## config.mk

```make
export PLATFORM = sky130hd
export DESIGN_NAME = kwd_top
export DESIGN_NICKNAME = d
export VERILOG_FILES = /design/src/rtl/kwd_pkg.sv /design/src/rtl/kwd_counter.sv /design/src/rtl/kwd_keyfsm.sv /design/src/rtl/kwd_top.sv
export SDC_FILE = /design/constraint.sdc
export NUM_CORES = 1
export LEC_CHECK = 0
export BUFFER_PORTS_ARGS = -buffer_cell sky130_fd_sc_hd__buf_2
export CAP_MARGIN = 40
export CORE_AREA = 2 2 195 139
export CTS_CLUSTER_SIZE = 24
export DETAILED_ROUTE_END_ITERATION = 12
export DIE_AREA = 0 0 197 141
export GPL_TIMING_DRIVEN = 0
export PLACE_DENSITY = 0.68
export SYNTH_ARGS = -nofsm -noshare
export SYNTH_HDL_FRONTEND = slang
export SYNTH_SLANG_ARGS = --single-unit
```

## constraint.sdc

```tcl
create_clock -name clk -period 3.7 [get_ports clk]
set_input_delay 0.74 -clock clk [delete_from_list [all_inputs] [get_ports clk]]
set_output_delay 0.74 -clock clk [all_outputs]
set_load 0.05 [all_outputs]
```

## src/rtl/kwd_pkg.sv

```systemverilog
package kwd_pkg;

  typedef enum logic [2:0] {
    WD_OFF  = 3'd0,
    WD_PRE  = 3'd1,
    WD_ACT  = 3'd2,
    WD_SVC  = 3'd3,
    WD_DEAD = 3'd4
  } wd_state_e;

  localparam int OFS_ID    = 'h00;
  localparam int OFS_EMU   = 'h04;
  localparam int OFS_CNTLO = 'h10;
  localparam int OFS_CNTHI = 'h14;
  localparam int OFS_PRDLO = 'h18;
  localparam int OFS_PRDHI = 'h1C;
  localparam int OFS_TCR   = 'h20;
  localparam int OFS_GCR   = 'h24;
  localparam int OFS_WDC   = 'h28;

  localparam logic [15:0] KEY_ARM = 16'hA5C6;
  localparam logic [15:0] KEY_GO  = 16'hDA7E;

  localparam int BIT_EN   = 14;
  localparam int BIT_FLAG = 15;

  localparam logic [1:0] GCR_WDMODE = 2'd2;

  // counter advances only with a nonzero enable mode and both halves released
  function automatic logic gate_open(input logic [1:0] mode, input logic [3:0] gcr);
    return (mode != 2'd0) && gcr[0] && gcr[1];
  endfunction

  // timeout condition: count at or beyond period
  function automatic logic period_reached(input logic [63:0] cnt, input logic [63:0] prd);
    return cnt >= prd;
  endfunction

  function automatic logic is_armed(input wd_state_e s);
    return (s == WD_ACT) || (s == WD_SVC);
  endfunction

endpackage

```

## src/rtl/kwd_counter.sv

```systemverilog
module kwd_counter #(
  parameter int DATA_W = 32
) (
  input  logic                clk,
  input  logic                rst_n,
  input  logic                clr,
  input  logic                ld_lo,
  input  logic                ld_hi,
  input  logic [DATA_W-1:0]   ld_data,
  input  logic                run,
  output logic [2*DATA_W-1:0] cnt
);
  localparam int CNT_W = 2 * DATA_W;

  always_ff @(posedge clk or negedge rst_n) begin
    if (!rst_n) begin
      cnt <= '0;
    end else if (clr) begin
      cnt <= '0;
    end else if (ld_lo || ld_hi) begin
      if (ld_lo) cnt[DATA_W-1:0]     <= ld_data;
      if (ld_hi) cnt[CNT_W-1:DATA_W] <= ld_data;
    end else if (run) begin
      cnt <= cnt + CNT_W'(1);
    end
  end
endmodule

```

## src/rtl/kwd_keyfsm.sv

```systemverilog
module kwd_keyfsm
  import kwd_pkg::*;
#(
  parameter int KEY_W = 16
) (
  input  logic             clk,
  input  logic             rst_n,
  input  logic             key_wr,
  input  logic [KEY_W-1:0] key,
  input  logic             en_bit,
  input  logic             mode_ok,
  input  logic             hit,
  output wd_state_e        state,
  output logic             restart,
  output logic             reset_req
);
  wd_state_e nxt;

  always_comb begin
    nxt     = state;
    restart = 1'b0;
    case (state)
      WD_OFF: if (key_wr && en_bit && mode_ok && key == KEY_W'(KEY_ARM)) nxt = WD_PRE;
      WD_PRE: if (key_wr && en_bit && key == KEY_W'(KEY_GO)) begin
                nxt = WD_ACT; restart = 1'b1;
              end
      WD_ACT: if (key_wr && key == KEY_W'(KEY_ARM)) nxt = WD_SVC;
      WD_SVC: if (key_wr && key == KEY_W'(KEY_GO)) begin
                nxt = WD_ACT; restart = 1'b1;
              end
      default: nxt = WD_DEAD;
    endcase
    if (hit) begin
      nxt     = WD_DEAD;
      restart = 1'b0;
    end
  end

  always_ff @(posedge clk or negedge rst_n) begin
    if (!rst_n) begin
      state     <= WD_OFF;
      reset_req <= 1'b0;
    end else begin
      state     <= nxt;
      reset_req <= hit;
    end
  end
endmodule

```

## src/rtl/kwd_top.sv

```systemverilog
module kwd_top
  import kwd_pkg::*;
#(
  parameter int          ADDR_W   = 8,
  parameter int          DATA_W   = 32,
  parameter logic [31:0] ID_VALUE = 32'h5744_0101
) (
  input  logic              clk,
  input  logic              rst_n,
  input  logic [ADDR_W-1:0] bus_addr,
  input  logic              bus_we,
  input  logic [DATA_W-1:0] bus_wdata,
  output logic [DATA_W-1:0] bus_rdata,
  output logic              reset_req
);
  localparam int CNT_W = 2 * DATA_W;
  localparam int KEY_W = DATA_W / 2;

  wd_state_e          wd_state;
  logic [CNT_W-1:0]   cnt_q;
  logic [CNT_W-1:0]   prd_q;
  logic [1:0]         tcr_mode;
  logic [3:0]         gcr_q;
  logic               tmo_flag;
  logic               cfg_lock;
  logic               run;
  logic               hit;
  logic               restart;
  logic               cnt_ld;
  logic               prd_wr;

  function automatic logic sel(input logic [ADDR_W-1:0] a, input int ofs);
    return a == ADDR_W'(ofs);
  endfunction

  logic wr_cntlo, wr_cnthi, wr_prdlo, wr_prdhi, wr_tcr, wr_gcr, wr_wdc;
  assign wr_cntlo = bus_we && sel(bus_addr, OFS_CNTLO);
  assign wr_cnthi = bus_we && sel(bus_addr, OFS_CNTHI);
  assign wr_prdlo = bus_we && sel(bus_addr, OFS_PRDLO);
  assign wr_prdhi = bus_we && sel(bus_addr, OFS_PRDHI);
  assign wr_tcr   = bus_we && sel(bus_addr, OFS_TCR);
  assign wr_gcr   = bus_we && sel(bus_addr, OFS_GCR);
  assign wr_wdc   = bus_we && sel(bus_addr, OFS_WDC);

  assign cfg_lock = (wd_state != WD_OFF);
  assign run      = gate_open(tcr_mode, gcr_q) && (wd_state != WD_DEAD);
  assign hit      = is_armed(wd_state) && period_reached(cnt_q, prd_q);
  assign cnt_ld   = !cfg_lock && (wr_cntlo || wr_cnthi);
  assign prd_wr   = wr_prdlo || wr_prdhi;

  kwd_keyfsm #(.KEY_W(KEY_W)) u_fsm (
    .clk       (clk),
    .rst_n     (rst_n),
    .key_wr    (wr_wdc),
    .key       (bus_wdata[DATA_W-1:KEY_W]),
    .en_bit    (bus_wdata[BIT_EN]),
    .mode_ok   (gcr_q[3:2] == GCR_WDMODE),
    .hit       (hit),
    .state     (wd_state),
    .restart   (restart),
    .reset_req (reset_req)
  );

  kwd_counter #(.DATA_W(DATA_W)) u_cnt (
    .clk     (clk),
    .rst_n   (rst_n),
    .clr     (restart),
    .ld_lo   (!cfg_lock && wr_cntlo),
    .ld_hi   (!cfg_lock && wr_cnthi),
    .ld_data (bus_wdata),
    .run     (run),
    .cnt     (cnt_q)
  );

  always_ff @(posedge clk or negedge rst_n) begin
    if (!rst_n) begin
      prd_q    <= '0;
      tcr_mode <= '0;
      gcr_q    <= '0;
    end else if (!cfg_lock) begin
      if (wr_prdlo) prd_q[DATA_W-1:0]     <= bus_wdata;
      if (wr_prdhi) prd_q[CNT_W-1:DATA_W] <= bus_wdata;
      if (wr_tcr)   tcr_mode              <= bus_wdata[7:6];
      if (wr_gcr)   gcr_q                 <= bus_wdata[3:0];
    end
  end

  always_ff @(posedge clk or negedge rst_n) begin
    if (!rst_n)                              tmo_flag <= 1'b0;
    else if (hit)                            tmo_flag <= 1'b1;
    else if (wr_wdc && bus_wdata[BIT_FLAG])  tmo_flag <= 1'b0;
  end

  always_comb begin
    bus_rdata = '0;
    if      (sel(bus_addr, OFS_ID))    bus_rdata = DATA_W'(ID_VALUE);
    else if (sel(bus_addr, OFS_CNTLO)) bus_rdata = cnt_q[DATA_W-1:0];
    else if (sel(bus_addr, OFS_CNTHI)) bus_rdata = cnt_q[CNT_W-1:DATA_W];
    else if (sel(bus_addr, OFS_PRDLO)) bus_rdata = prd_q[DATA_W-1:0];
    else if (sel(bus_addr, OFS_PRDHI)) bus_rdata = prd_q[CNT_W-1:DATA_W];
    else if (sel(bus_addr, OFS_TCR))   bus_rdata[7:6] = tcr_mode;
    else if (sel(bus_addr, OFS_GCR))   bus_rdata[3:0] = gcr_q;
    else if (sel(bus_addr, OFS_WDC)) begin
      bus_rdata[BIT_FLAG] = tmo_flag;
      bus_rdata[BIT_EN]   = cfg_lock;
    end
  end
endmodule

```

After elaboration in Yosys (flattened, before gate mapping)
Cells that the tools add are included.
Cells by class
  multipliers: 0
  muxes and demuxes: 33
  $lt $le $gt $ge: 1
  bitwise operators: 1
  $add $sub $neg: 1
  shift-type cells: 0
  equal/unequal tests: 20
  reduce and logical (&&, ||, !) cells: 36
  divide/modulo/power cells: 0
Operators with widths (number)
  $mux 32: 6
  $mux 64: 3
  $add 64x1->64 const B: 1
  $ge 64x64->1: 1
  $eq 16x16->1 const B: 2
  $eq 8x5->1 const B: 4
  $eq 8x6->1 const B: 3
  $logic_and 1x1->1: 20
  $mux 16: 1
  $mux 3: 5
  $mux 2: 7
  $mux 4: 3
  $ne 3x1->1 const B: 4
  $pmux 3 s4: 1
  $reduce_and 2->1: 6
  $logic_not 8->1: 1
  $eq 3x2->1 const B: 2
  $mux 6: 1
  $ne 3x2->1 const B: 2
  $reduce_bool 3->1: 2
  $mux 1: 5
  $reduce_and 4->1: 1
  $reduce_bool 2->1: 2
  $eq 3x1->1 const B: 1
  7 further kinds: 8
Storage, ports and cells
  logic and storage cells: 101
  bits in read-only memories: 0
  memories: 0
  register bits after elaboration: 139
  RAM bits: 0
  latch bits: 0
  input bits: 43

Depth between registers and ports, before layout
Gate-level depths: netlist of the first run.
  depth after elaboration: 9
  mapped depth: 10
  depth with buffers taken out: 9

Cells and area by module
Synthesis of the first run repeated with hierarchy kept, for this count alone.
Unflattened totals
  cells, all modules: 1135
  area, all modules: 9910.8 sq um
Modules (own cells, without submodules)
  kwd_top: cells each 518, area each 5091.1 sq um, times used 1
  kwd_counter: cells each 592, area each 4574.4 sq um, times used 1
  kwd_keyfsm: cells each 25, area each 245.2 sq um, times used 1

Worst setup path after synthesis of the first run
No wires, ideal clock.
  path kind: input port to output port
  from: input bus_addr[5]
  to: output bus_rdata[15]
  setup slack: -0.572 ns
  stages on the path: 6
  path buffers: 2
  arrival: 3.532 ns
  data required time: 2.960 ns
  cell sequence: or4b_2 > nor2_1 > clkbuf_1 > clkbuf_1 > a21oi_1 > a221oi_1
Between the ends
  longest elaborated chain between the ends: 9
  elaborated cells between the ends (all ways): 16
  classes of those cells: eq/ne (7); mux (8); reduce/logical (1)
Ends and longest elaborated chain
  start, declared: RTL line kwd_top.sv:10  | input logic [ADDR_W-1:0] bus_addr,
  $eq 8x6->1: RTL line kwd_top.sv:33  | return a == ADDR_W'(ofs);
  $mux 2: RTL line kwd_top.sv:103  | else if (sel(bus_addr, OFS_WDC)) begin
  $mux 2: RTL line kwd_top.sv:102  | else if (sel(bus_addr, OFS_GCR)) bus_rdata[3:0] = gcr_q;
  $mux 2: RTL line kwd_top.sv:101  | else if (sel(bus_addr, OFS_TCR)) bus_rdata[7:6] = tcr_mode;
  $mux 2: RTL line kwd_top.sv:100  | else if (sel(bus_addr, OFS_PRDHI)) bus_rdata = prd_q[CNT_W-1:DATA_W];
  $mux 32: RTL line kwd_top.sv:99  | else if (sel(bus_addr, OFS_PRDLO)) bus_rdata = prd_q[DATA_W-1:0];
  $mux 32: RTL line kwd_top.sv:98  | else if (sel(bus_addr, OFS_CNTHI)) bus_rdata = cnt_q[CNT_W-1:DATA_W];
  $mux 32: RTL line kwd_top.sv:97  | else if (sel(bus_addr, OFS_CNTLO)) bus_rdata = cnt_q[DATA_W-1:0];
  $mux 32 *: RTL line kwd_top.sv:96  | if (sel(bus_addr, OFS_ID)) bus_rdata = DATA_W'(ID_VALUE);
  end, declared: RTL line kwd_top.sv:13  | output logic [DATA_W-1:0] bus_rdata,
Mark *: on every way between the ends. The rest lies on a longest branch, timed or not.

Worst setup path after layout of the first run
  from: register u_fsm.state[0]
  to: register u_cnt.cnt[27]
Between the ends
  longest elaborated chain between the ends: 6
  elaborated cells between the ends (all ways): 19
  classes of those cells: eq/ne (5); mux (4); reduce/logical (10)
Ends and longest elaborated chain
  start, declared: RTL line kwd_keyfsm.sv:13  | output wd_state_e state,
  start signal, assigned: RTL line kwd_keyfsm.sv:44  | state <= nxt;
  branches (longest 6 deep; another with $eq 3x2->1)
  end signal, assigned by index: RTL line kwd_counter.sv:21  | if (ld_lo) cnt[DATA_W-1:0] <= ld_data;
  end signal, assigned by index: RTL line kwd_counter.sv:22  | if (ld_hi) cnt[CNT_W-1:DATA_W] <= ld_data;
  end signal, assigned: RTL line kwd_counter.sv:24  | cnt <= cnt + CNT_W'(1);
  end, declared: RTL line kwd_counter.sv:11  | output logic [2*DATA_W-1:0] cnt
Parallel ways; which one is timed is not known.
A chain may end at the register's enable or synchronous reset.

==> run metrics, run 1 <==
largest buffer count on any clock path 2; register area share after synthesis 33.9%; Util after Layout 46.5%; Core ar. 26200 um^2; Worst Hold Class in2async; unrepaired setup endpoints after global routing no; die area 27800 um^2; antenna viol nets, final 0; leading area contributor after synthesis dfrtp_1; Initial Util 39.2%; R2R setup slack -40 ps; PnR worst setup slack -39.2 ps; num rows 50; CTS tree done; Clock Tree Root clkbuf_16; routability cong. 1.05; crit path kind reg2reg; hpwl dp 37000 um; share of cells above drive strength 1 22.1%; Port Buffer Count 74; Yosys reg bits 139; share of Yosys cell area claimed by the top area cell type 33.9%; setup violators final 4; YS warnings 0; Final Hold Vio Count 0; GRT Overall Usage 35.8%; Max-Cap Viols 0; grt total ovfl 0; CP max-delay cell clkbuf_1; violated checks setup timing; setup_tns -54.7 ps; count leader, synth dfrtp_1; ys flop type dfrtp_1; GR Util met1 53.7%; Peak Freq 267 MHz; synth unique cells 67; CP Max Fanout 10; most common library cells after synthesis 139 x dfrtp_1, 119 x nand2_1, 98 x a21oi_1; met2 Usage GRT 48.3%; Pleak 5.23 nW; H-tree Lvls 4; 1st-iter DRT viols 1749; Post-synth EDFFs 0; clock-pin slew of the registers on the worst-case setup and hold paths 60 ps; max_slew headroom 37.3%; Mapped Avg Cell Area 8.61 um^2; crit start category register; largest net degree at the start of global routing 85; hold_ws 253 ps; Worst setup EP type register; status finished, violations left; RR Endpoint u_cnt.cnt[27]; initial antenna violation count 1; first-pass GRT wire length 71000 um; number of global-route vias before repair 10.2k; Worst Max-Slew Pin Slew 940 ps; clock latency at the later pin of the worst-skew pair 460 ps; fin crit period 3740 ps; io pins 76; hold buffers post-CTS 0; Synth Cell Area 10200 um^2; VDD IR-drop max 0.338 mV; most frequent cell on the critical path o21ai_0; worst r2r src u_fsm.state[0]; met3 usage 12.4%; Final Max Tran Viols 0; Worst Path Arrival 4090 ps; CP peak stage delay 710 ps; PwrDens 281 nW/um^2; Synth area leaders dfrtp_1 34%, ha_1 7.9%, mux2_2 7.7%; Synth-to-Final Area Change 18.7%; cell area after placement 11300 um^2; Async SR Flop Fraction 100%; Num CTS Buffers 17; Req. time, crit path 4050 ps; period utilisation layout 101%; final wirelength 49300 um; vias post-DR 11.0k; Die Wd 197 um; DRC Markers 0; Clock Sinks 139; gr busiest metal met1; Post-Route Skew 10.3 ps; Pre-antenna DRT Iters 8; die extent in y 141 um; Design Area, Final 12200 um^2; crit-path cells nor4b_4 > nand3_1 > o21ai_1 > clkbuf_1 > o21ai_0 > o21ai_0 > nand2_1 > nor2_1; cells after synthesis 1190; syn_nets 1298; average wire per standard cell 29.6 um; vias per inst 6.64; R2R depth 8; fin nets 1421
cell families (layout without fill, tap and decap cells):
kind of cell / after synthesis / in the layout / share of synthesized area (%)
AOI/OAI and AO/OA: 317 / 317 / 20.2
adders and majority gates: 65 / 65 / 7.94
buffers and inverters: 148 / 283 / 6.03
DFF: 139 / 139 / 33.9
muxes: 71 / 71 / 7.79
other: 0 / 1 / 0
and+or+nand+nor: 450 / 450 / 24.1
placed cells by master, fill, tap and decap left out, drive strengths merged, types with 7 or more instances in the layout:
cell    synthesis  layout
dfrtp         139     139
and4           14      14
inv            72      72
a21o            9       9
nand2         120     120
nor4           19      19
and3           25      25
a31oi          21      21
ha             65      65
or3             8       8
nand3          48      48
a22oi          13      13
nor2           89      89
o22ai          20      20
mux2           70      70
o21ai          57      57
o211ai          9       9
a222oi         27      27
nor3           51      51
a221oi          8       8
clkbuf         55      78
a21oi          98      98
and2            8       8
nand4          35      35
o31ai          11      11
buf            21     125
o21a            7       7
layer usage:
metal	vias to the layer above	wire length, um
met5	-	0
met4	0	884
met3	61	7150
met2	779	19500
met1	5468	21700
li1	4734	-
what timing repair did:
item,in CTS,in global routing
resized for setup,48,12
pin swaps,3,3
setup buffers,6,3
setup endpoints to repair,97,74
endpoints found under the hold margin,0,0
power by group:
part	switching [mW]	internal, mW	total, mW
Clock	0.704	1.03	1.74
Sequential	0.00421	1.52	1.53
Combinational	0.107	0.0390	0.146
how the worst max path moves through the flow:
stage,start,end,slack [ps],depth (start not counted)
floorplan,bus_addr[5],bus_rdata[15],-150,6
global placement,bus_addr[5],bus_rdata[15],-1160,8
detailed placement,prd_q[42],u_cnt.cnt[28],-810,10
CTS,u_fsm.state[0],u_cnt.cnt[27],-10,8
global route,bus_addr[5],bus_rdata[29],0.4,10
finish,u_fsm.state[0],u_cnt.cnt[27],-40,8
state kept, by name (all words and copies together), names as in the netlist:
signal	count
prd_q	64
tcr_mode	2
tmo_flag	1
u_fsm.reset_req	1
u_cnt.cnt	64
gcr_q	4
u_fsm.state	3
metrics by stage:
| stage | instances | total power [mW] | setup WS [ps] |
|---|---|---|---|
| after global placement | 1602 | 1.69 | -1160 |
| final | 1664 | 3.41 | -39.2 |
| after global routing | 1663 | 3.50 | 0.429 |
| after CTS | 1660 | 3.43 | -10.8 |
| after floorplan | 1190 | 1.58 | -148 |
| after detailed placement | 1623 | 1.69 | -812 |
final cells by class:
cell class	instances	area [um^2]
diodes	1	2.50
fillers	2622	14000
plain buffers	76	383
clock inverters	8	92.6
inverters	72	270
clock buffers	23	478
multi-input cells	903	6310
flip-flops and latches	139	3480
well taps	338	423
repair buffers	104	726
worst max-delay path: cells and delay by family (launching register included):
family | cells | cell delay, ps
AND/OR/NAND/NOR | 4 | 1500
AO/OA/AOI/OAI | 3 | 940
buffers and inverters | 1 | 710
flip-flops | 1 | 480
Note: power is estimated with default switching activity, not from simulation.
==> run 2: changes to the inputs <==
--- a/config.mk
+++ b/config.mk
@@ -7,12 +7,12 @@
 export LEC_CHECK = 0
 export BUFFER_PORTS_ARGS = -buffer_cell sky130_fd_sc_hd__buf_2
 export CAP_MARGIN = 40
-export CORE_AREA = 2 2 195 139
+export CORE_AREA = 2 2 224 160
 export CTS_CLUSTER_SIZE = 24
 export DETAILED_ROUTE_END_ITERATION = 12
-export DIE_AREA = 0 0 197 141
+export DIE_AREA = 0 0 226 162
 export GPL_TIMING_DRIVEN = 0
-export PLACE_DENSITY = 0.68
+export PLACE_DENSITY = 0.57
 export SYNTH_ARGS = -nofsm -noshare
 export SYNTH_HDL_FRONTEND = slang
 export SYNTH_SLANG_ARGS = --single-unit
==> run 2 against run 1 <==
Via count increased by 0.66%. Critical endpoint is now bus_rdata[15]. Largest power group unchanged. Sequential power hardly changed. Core utilization shrank 10 points. Die area rose by 32%. The run now ends clean.
==> run metrics, run 2 (synthesized netlist as in run 1, its figures left out) <==
status complete, no violations; CP max-delay cell or4b_4; routability cong. 1.03; Synth-to-Final Area Change 20.9%; Clock Tree Root clkbuf_16; Max-Cap Viols 0; PwrDens 285 nW/um^2; Pleak 5.26 nW; dpl cells 1757; CP Max Fanout 10; die area 36600 um^2; clock latency at the later pin of the worst-skew pair 460 ps; Core ar. 34300 um^2; most frequent cells in the layout 139 x dfrtp_1, 118 x nand2_1, 97 x a21oi_1; share of cells above drive strength 1 22.2%; fin nets 1425; Req. time, crit path 2960 ps; Top delay family on crit path buffers and inverters; DRC Markers 0; crit-path cells buf_2 > or4b_4 > nor2_4 > buf_8 > clkbuf_8 > buf_8 > a21oi_1 > a221oi_2 > buf_6; vias per inst 6.17; 1st-iter DRT viols 2069; fin crit period 3630 ps; number of global-route vias before repair 10.4k; Pre-antenna DRT Iters 9; Fill cells 3551; post-place setup slack -1000 ps; Worst setup EP type primary output; multi-input logic area 6310 um^2; first-pass GRT wire length 72000 um; Worst Hold Class in2async; crit path kind in2out; Largest regs prd_q (64), u_cnt.cnt (64), gcr_q (4); Final Hold Vio Count 0; final wirelength 50300 um; clock-pin slew of the registers on the worst-case setup and hold paths 60 ps; Port Buffer Count 74; sum of buffers and inverters on the critical path 5; antenna cell count 0; CP peak stage delay 610 ps; Peak Freq 275 MHz; max_slew headroom 34.4%; initial antenna violation count 0; vias post-DR 11.1k; die extent in y 162 um; Worst Max-Slew Pin Slew 984 ps; num rows 57; most frequent cell on the critical path buf_8; Worst Path Arrival 2890 ps; Initial Util 29.9%; VDD IR-drop max 0.290 mV; grt total ovfl 0; largest net degree at the start of global routing 80; H-tree Lvls 4; crit start category primary input; largest buffer count on any clock path 2; Sequential Area 3480 um^2; antenna viol nets, final 0; GRT Overall Usage 27.6%; setup_tns 0 ps; Num CTS Buffers 17; Clock Sinks 139; setup violators final 0; CTS tree done; average wire per standard cell 27.9 um; commonest non-fill, non-tap cell in the layout dfrtp_1; PnR worst setup slack 67.7 ps; Util after Layout 36.1%; Crit. path cell count 9; Die Wd 226 um; hold buffers post-CTS 0; io pins 76; Final Max Tran Viols 0; Non-Filler Instances 1801; period utilisation layout 98.2%; R2R depth 9; Post-Route Skew 12.1 ps; hpwl dp 38100 um
==> run 2: cell count changes in the layout (fill, tap and decap cells not counted), sizes merged <==
cell and change:
diode -1, clkinvlp +1, clkbuf -1, buf +6, clkdlybuf4s18 +1, clkinv -4, bufinv +1
==> run 2: power breakdown <==
group / total, mW / switching (mW) / internal, mW
combinational: 0.152 / 0.112 / 0.0392
sequential: 1.53 / 0.00435 / 1.52
clock: 1.85 / 0.725 / 1.13
==> run 2: area by class of cell <==
cell class	count	area share (%)
Multi-Input combinational cell	903	50.9
Sequential cell	139	28.1
Timing Repair Buffer	108	6.02
Tap cell	472	4.77
Clock buffer	25	4.00
Buffer	76	3.16
Inverter	72	2.18
Clock inverter	6	0.889
==> run 2: layer usage <==
metal	vias up	track usage (%)	part of all wire (%)
li1	4758	-	-
met1	5460	39.3	44
met2	802	35.4	38
met3	95	14.0	16
met4	0	8.70	2.5
met5	-	0	0
==> run 2: worst paths after layout <==
| check | startpoint | endpoint | slack, ps |
|---|---|---|---|
| setup / recovery | bus_addr[5] | bus_rdata[15] | 70 |
| hold / removal | rst_n | prd_q[43] | 260 |
| setup reg to reg | u_fsm.state[0] | u_cnt.cnt[32] | 80 |
| hold reg to reg | tmo_flag | tmo_flag | 530 |
| max in group asynchronous | rst_n | gcr_q[0] | 2560 |
| min in group clk | tmo_flag | tmo_flag | 530 |
==> run 2: repair_timing <==
| item | in CTS | in global routing |
|---|---|---|
| setup endpoints to repair | 101 | 53 |
| gates resized for setup | 44 | 9 |
| setup buffers | 8 | 4 |
| pin swaps | 6 | 4 |
| gates cloned | 0 | 0 |
==> run 2: metrics by stage <==
step / power [mW] / area [um^2] / hold slack, ps
after global placement: 1.69 / 11200 / 499
after global routing: 3.62 / 12400 / 317
after detailed placement: 1.70 / 11500 / 507
after floorplan: 1.58 / 10300 / 444
after CTS: 3.54 / 12300 / 296
final: 3.53 / 12400 / 261
